$ cat config.mk
export PLATFORM = sky130hd
export DESIGN_NAME = acu_exec
export DESIGN_NICKNAME = d
export VERILOG_FILES = /design/src/rtl/acu_pkg.sv /design/src/rtl/acu_calc.sv /design/src/rtl/acu_state.sv /design/src/rtl/acu_exec.sv
export SDC_FILE = /design/constraint.sdc
export NUM_CORES = 1
export LEC_CHECK = 0
export BUFFER_PORTS_ARGS = -buffer_cell sky130_fd_sc_hd__buf_2
export CORE_ASPECT_RATIO = 1.5
export CORE_MARGIN = 4
export CORE_UTILIZATION = 30
export DETAILED_ROUTE_END_ITERATION = 6
export SLEW_MARGIN = 40
export SYNTH_ARGS = -nofsm -noshare
export SYNTH_HDL_FRONTEND = slang
export SYNTH_SLANG_ARGS = --single-unit
$ cat constraint.sdc
create_clock -name clk -period 3.2 [get_ports clk]
set_input_delay 0.32 -clock clk [delete_from_list [all_inputs] [get_ports clk]]
set_output_delay 0.32 -clock clk [all_outputs]
set_load 0.005 [all_outputs]
$ cat src/rtl/acu_pkg.sv
package acu_pkg;
  typedef enum logic [4:0] {
    OP_NOP   = 5'd0,  OP_ADD  = 5'd1,  OP_SUB  = 5'd2,  OP_AND  = 5'd3,
    OP_OR    = 5'd4,  OP_XOR  = 5'd5,  OP_NOT  = 5'd6,  OP_CLR  = 5'd7,
    OP_MOV   = 5'd8,  OP_INC  = 5'd9,  OP_DEC  = 5'd10, OP_INCSZ = 5'd11,
    OP_DECSZ = 5'd12, OP_ROL  = 5'd13, OP_ROR  = 5'd14, OP_SWAP = 5'd15,
    OP_BSET  = 5'd16, OP_BCLR = 5'd17, OP_MOVA = 5'd18, OP_ANDI = 5'd19,
    OP_ORI   = 5'd20, OP_XORI = 5'd21, OP_MOVI = 5'd22
  } acu_op_e;

  // where a result lands
  typedef enum logic [1:0] {
    TGT_NONE = 2'd0,
    TGT_SEL  = 2'd1,   // chosen by the destination bit
    TGT_ACC  = 2'd2,
    TGT_REG  = 2'd3
  } acu_tgt_e;
endpackage

$ cat src/rtl/acu_calc.sv
module acu_calc
  import acu_pkg::*;
#(
  parameter int DW = 8,
  localparam int BW = $clog2(DW)
) (
  input  acu_op_e         op,
  input  logic [DW-1:0]   acc,
  input  logic [DW-1:0]   rdata,
  input  logic [DW-1:0]   imm,
  input  logic [BW-1:0]   bsel,
  input  logic            c_in,
  output logic [DW-1:0]   res,
  output logic            c_new,
  output logic            dc_new,
  output logic            z_en,
  output logic            c_en,
  output logic            dc_en,
  output acu_tgt_e        tgt,
  output logic            is_skip
);
  localparam int HALF = DW / 2;

  // returns {carry out, half carry out, sum}
  function automatic logic [DW+1:0] add_f(input logic [DW-1:0] x,
                                          input logic [DW-1:0] y,
                                          input logic ci);
    logic [HALF:0] lo;
    logic [DW:0]   full;
    lo   = {1'b0, x[HALF-1:0]} + {1'b0, y[HALF-1:0]} + {{HALF{1'b0}}, ci};
    full = {1'b0, x} + {1'b0, y} + {{DW{1'b0}}, ci};
    return {full[DW], lo[HALF], full[DW-1:0]};
  endfunction

  function automatic logic [DW-1:0] swap_f(input logic [DW-1:0] x);
    return {x[HALF-1:0], x[DW-1:HALF]};
  endfunction

  logic [DW-1:0] bmask;
  assign bmask = {{(DW-1){1'b0}}, 1'b1} << bsel;

  always_comb begin
    res     = '0;
    c_new   = c_in;
    dc_new  = 1'b0;
    z_en    = 1'b0;
    c_en    = 1'b0;
    dc_en   = 1'b0;
    tgt     = TGT_NONE;
    is_skip = 1'b0;
    unique case (op)
      OP_ADD: begin
        {c_new, dc_new, res} = add_f(acc, rdata, 1'b0);
        z_en = 1'b1; c_en = 1'b1; dc_en = 1'b1; tgt = TGT_SEL;
      end
      OP_SUB: begin  // register minus accumulator, carry = no borrow
        {c_new, dc_new, res} = add_f(rdata, ~acc, 1'b1);
        z_en = 1'b1; c_en = 1'b1; dc_en = 1'b1; tgt = TGT_SEL;
      end
      OP_AND:   begin res = acc & rdata; z_en = 1'b1; tgt = TGT_SEL; end
      OP_OR:    begin res = acc | rdata; z_en = 1'b1; tgt = TGT_SEL; end
      OP_XOR:   begin res = acc ^ rdata; z_en = 1'b1; tgt = TGT_SEL; end
      OP_NOT:   begin res = ~rdata;      z_en = 1'b1; tgt = TGT_SEL; end
      OP_CLR:   begin res = '0;          z_en = 1'b1; tgt = TGT_SEL; end
      OP_MOV:   begin res = rdata;       z_en = 1'b1; tgt = TGT_SEL; end
      OP_INC:   begin res = rdata + DW'(1); z_en = 1'b1; tgt = TGT_SEL; end
      OP_DEC:   begin res = rdata - DW'(1); z_en = 1'b1; tgt = TGT_SEL; end
      OP_INCSZ: begin res = rdata + DW'(1); is_skip = 1'b1; tgt = TGT_SEL; end
      OP_DECSZ: begin res = rdata - DW'(1); is_skip = 1'b1; tgt = TGT_SEL; end
      OP_ROL: begin
        res = {rdata[DW-2:0], c_in}; c_new = rdata[DW-1];
        c_en = 1'b1; tgt = TGT_SEL;
      end
      OP_ROR: begin
        res = {c_in, rdata[DW-1:1]}; c_new = rdata[0];
        c_en = 1'b1; tgt = TGT_SEL;
      end
      OP_SWAP:  begin res = swap_f(rdata);    tgt = TGT_SEL; end
      OP_BSET:  begin res = rdata | bmask;    tgt = TGT_REG; end
      OP_BCLR:  begin res = rdata & ~bmask;   tgt = TGT_REG; end
      OP_MOVA:  begin res = acc;              tgt = TGT_REG; end
      OP_ANDI:  begin res = acc & imm; z_en = 1'b1; tgt = TGT_ACC; end
      OP_ORI:   begin res = acc | imm; z_en = 1'b1; tgt = TGT_ACC; end
      OP_XORI:  begin res = acc ^ imm; z_en = 1'b1; tgt = TGT_ACC; end
      OP_MOVI:  begin res = imm;                   tgt = TGT_ACC; end
      default:  ;
    endcase
  end
endmodule

$ cat src/rtl/acu_state.sv
module acu_state #(
  parameter int DW = 8
) (
  input  logic          clk,
  input  logic          rst_n,
  input  logic          acc_we,
  input  logic [DW-1:0] res,
  input  logic          z_en,
  input  logic          c_en,
  input  logic          dc_en,
  input  logic          c_new,
  input  logic          dc_new,
  output logic [DW-1:0] acc_q,
  output logic          z_q,
  output logic          c_q,
  output logic          dc_q
);
  always_ff @(posedge clk or negedge rst_n) begin
    if (!rst_n) begin
      acc_q <= '0;
      z_q   <= 1'b0;
      c_q   <= 1'b0;
      dc_q  <= 1'b0;
    end else begin
      if (acc_we) acc_q <= res;
      if (z_en)   z_q   <= ~|res;
      if (c_en)   c_q   <= c_new;
      if (dc_en)  dc_q  <= dc_new;
    end
  end

  AST_Z_HOLD: assert property (@(posedge clk) disable iff (!rst_n)
    !z_en |=> $stable(z_q));
  AST_C_HOLD: assert property (@(posedge clk) disable iff (!rst_n)
    !c_en |=> $stable(c_q));
  AST_DC_HOLD: assert property (@(posedge clk) disable iff (!rst_n)
    !dc_en |=> $stable(dc_q));
endmodule

$ cat src/rtl/acu_exec.sv
module acu_exec
  import acu_pkg::*;
#(
  parameter int DW = 8,
  localparam int BW = $clog2(DW)
) (
  input  logic          clk,
  input  logic          rst_n,
  input  logic          op_valid,
  input  logic [4:0]    op_code,
  input  logic          dest_reg,
  input  logic [DW-1:0] reg_rdata,
  input  logic [DW-1:0] imm,
  input  logic [BW-1:0] bit_sel,
  output logic [DW-1:0] reg_wdata,
  output logic          reg_we,
  output logic          skip,
  output logic [DW-1:0] acc,
  output logic          flag_z,
  output logic          flag_c,
  output logic          flag_dc
);
  acu_op_e       op_e;
  acu_tgt_e      tgt;
  logic [DW-1:0] alu_res;
  logic          c_new, dc_new, z_en, c_en, dc_en, is_skip;
  logic          acc_we;

  assign op_e = acu_op_e'(op_code);

  acu_calc #(.DW(DW)) u_calc (
    .op(op_e), .acc(acc), .rdata(reg_rdata), .imm(imm), .bsel(bit_sel),
    .c_in(flag_c), .res(alu_res), .c_new(c_new), .dc_new(dc_new),
    .z_en(z_en), .c_en(c_en), .dc_en(dc_en), .tgt(tgt), .is_skip(is_skip)
  );

  // target decode, gated by the valid strobe
  assign acc_we = op_valid && ((tgt == TGT_ACC) || ((tgt == TGT_SEL) && !dest_reg));
  assign reg_we = op_valid && ((tgt == TGT_REG) || ((tgt == TGT_SEL) && dest_reg));
  assign reg_wdata = alu_res;
  assign skip = op_valid && is_skip && (alu_res == '0);

  acu_state #(.DW(DW)) u_state (
    .clk(clk), .rst_n(rst_n), .acc_we(acc_we), .res(alu_res),
    .z_en(op_valid && z_en), .c_en(op_valid && c_en), .dc_en(op_valid && dc_en),
    .c_new(c_new), .dc_new(dc_new),
    .acc_q(acc), .z_q(flag_z), .c_q(flag_c), .dc_q(flag_dc)
  );

  AST_ONE_TARGET: assert property (@(posedge clk) disable iff (!rst_n)
    !(acc_we && reg_we));
  AST_REG_KEEPS_ACC: assert property (@(posedge clk) disable iff (!rst_n)
    reg_we |=> $stable(acc));
  AST_ACC_TAKES_RES: assert property (@(posedge clk) disable iff (!rst_n)
    acc_we |=> (acc == $past(alu_res)));
  AST_SKIP_ZERO_RES: assert property (@(posedge clk) disable iff (!rst_n)
    skip |-> (reg_we || acc_we) && !z_en);
  AST_IDLE_QUIET: assert property (@(posedge clk) disable iff (!rst_n)
    !op_valid |=> $stable(acc) && $stable(flag_z) && $stable(flag_c) && $stable(flag_dc));
  AST_IDLE_NO_WRITE: assert property (@(posedge clk) disable iff (!rst_n)
    !op_valid |-> !reg_we && !skip);
endmodule

==> impl_results.md <==
* Area of the multi-input gates at 2490 sq um
* Crit Path Class: primary input to output port
* Max-slew violations at 0
* Chip Width at 88.6 microns
* Primary FF master, synth: dfrtp_1
* Share of post-route cells with drive strength above 1 at 26.9%
* Total Wirelength at 11700 microns
* Number of global-route vias before repair at 3448
* Remaining Overflow, GRT at 0
* Flops & latches, synth at 11
* First-pass GRT wire length at 18100 microns
* Cells after Synth at 399
* Reg clk slew, reported paths at 0.04 ns
* Starting Density at 31.2%
* Placed inst area at 3510 sq um
* Final Cycle Share at 103%
* Final core utilization at 39.5%
* Setup TNS at -0.164 ns
* Post-route cell area at 3700 sq um
* Final hold viol count at 0
* Setup Viol. Count Final at 2
* Failing checks: negative setup slack
* Starting DRC count in detailed routing at 284
* DRC Markers at 0
* Sequential fraction of the synthesis area at 9.41%
* RSZ-0062 raised after global routing: true
* CP Max Fanout at 4
* IO buf count at 48
* Worst vdd ir at 0.217 mV
* Top-area cell type share of the netlist area at 9.41%
* Largest net degree at the start of global routing at 38
* P_leak at 1.64 nW
* Hold WC Path Type: primary input to flip-flop
* Minimum clock period at 3.30 ns
* Distinct cells, synth at 73
* Area leader, netlist: dfrtp_1
* H-tree level count at 1
* Vias per cell at 6.01
* Rows at 43
* Worst Hold Depth at 3
* Worst setup EP type: output port
* Num CTS Buffers at 3
* Post-place setup slack at -0.265 ns
* CTS root buf: clkbuf_16
* Antenna fix cells at 0
* Arr. time, crit path at 2.98 ns
* Clock Tree Buf Depth at 2
* Final WS setup at -0.104 ns
* Max_cap viols at 0
* Fin Hold WS at 0.431 ns
* DRT Pass-1 Iters at 5
* Status: complete, but fails checks
* Syn Area/Cell at 7.33 sq um
* GRT Overall Usage at 20.4%
* Number of synthesized flops with an enable pin at 0
* GPL Wtd Cong at 0.979
* Vias at 3510
* Fin nets at 526
* Sequential Area at 275 sq um
* Most frequent cell after synthesis: nor2_1
* Synth-to-layout area growth at 26.5%
* Worst-Margin Slew at 0.769 ns
* Filler Cells Inserted at 1025
* Clock Sink Count at 11
* Placed wire-length estimate at 9270 microns
* Post-synth top cells: nor2_1, o21ai_0, nand2_1
* Yosys warns at 0
* Die H at 129 microns
* DIE AREA at 11400 sq um
* IO Count at 49
* PwrDens at 411 nW/um^2
* Worst skew pair latency at 0.24 ns
* FFs w/ async S/R, synth at 100%
* Worst R2R Path Depth at 11
* Initial antenna violation count at 0
* Peak Freq at 0.303 GHz
* Core ar. at 9360 sq um
* Crit path required time at 2.88 ns
* CTS tree: done
* Synth area leaders: dfrtp_1, ha_1, o21ai_0
* Syn_nets at 452
* Setup Skew at 0.00129 ns
* ANT nets after route at 0
* Average wire per standard cell at 20.1 microns
* Relative max-transition margin at 48.6%
* Worst setup SP type: primary input
* Mapped cell area at 2920 sq um
==> cells in the final DEF, fill, tap and decap left out, types with 5 or more instances in the layout <==
master,netlist,layout
a22oi_1,7,7
a21oi_1,23,23
a211oi_1,11,10
a221oi_1,6,6
xnor2_1,9,9
xor2_1,5,5
nor3_1,10,9
o21ai_0,35,34
dfrtp_1,11,11
a21o_1,5,5
nand2b_1,6,6
nor2_1,37,37
nand3_1,10,10
ha_1,22,19
a31oi_1,5,5
buf_2,13,45
mux2i_1,9,9
inv_1,17,17
nor2b_1,10,10
buf_4,3,41
nand4_1,8,8
nor3b_1,9,9
o31ai_1,5,5
and3_1,6,6
nand2_1,32,32
==> metal layers <==
metal / part of all wire (%) / GRT usage, %
met1: 35 / 22.4
met2: 51 / 35.9
met3: 5.8 / 1.79
met4: 8.2 / 14.3
met5: 0 / 0
==> cell families after synthesis <==
logic type	share of synthesized area [%]
compound gates	31.9
buf+inv	7.62
xor+xnor	4.19
flops	9.41
fa+ha+maj	11.5
mux	6.50
simple gates	28.9
==> worst paths after layout <==
path | from | endpoint | slack (ns)
setup / recovery | op_code[2] | skip | -0.10
hold / removal | op_valid | u_state.dc_q | 0.43
setup reg to reg | u_state.acc_q[1] | u_state.z_q | 0.25
hold reg to reg | u_state.dc_q | u_state.dc_q | 0.48
max in group asynchronous | rst_n | u_state.c_q | 2.49
min in group asynchronous | rst_n | u_state.acc_q[6] | 0.49
==> layout make-up <==
cell class | instances | share of cell area (%)
Clock buffer | 4 | 2.13
Sequential cell | 11 | 7.44
Tap cell | 112 | 3.79
Multi-Input combinational cell | 344 | 67.3
Timing Repair Buffer | 94 | 17.4
Inverter | 19 | 1.93
==> sequential cells by signal, summed over array words and instances, names as in the netlist <==
signal         flops
u_state.acc_q      8
u_state.c_q        1
u_state.dc_q       1
u_state.z_q        1
==> per-stage QoR <==
step                power, mW  cells
finish                   1.52    584
global route             1.64    584
CTS                      1.51    584
detailed placement       1.25    577
global placement         1.24    577
floorplan               0.832    399
==> timing repair <==
action,in CTS,in global routing
setup buffers,2,0
cloned,0,0
gates resized for setup,13,3
hold endpoints to repair,11,0
pin swaps,7,7
setup endpoints to repair,3,3
hold buffers,1,0
==> critical path: stages <==
cell and delay (ns):
buf_8 0.10, nor2b_4 0.12, o211a_4 0.28, buf_6 0.14, ha_4 0.23, o21ai_1 0.07
nor2_1 0.06, or4_1 0.40, a31oi_1 0.22, xor2_1 0.13, a2111oi_4 0.37, o221ai_2 0.20
nor4_2 0.17, buf_2 0.16
==> report_power, final <==
group	internal, mW	switching (mW)
sequential	0.185	0.0699
clock	0.167	0.0634
combinational	0.460	0.575
total	0.812	0.709
Note: power is estimated with default switching activity, not from simulation.
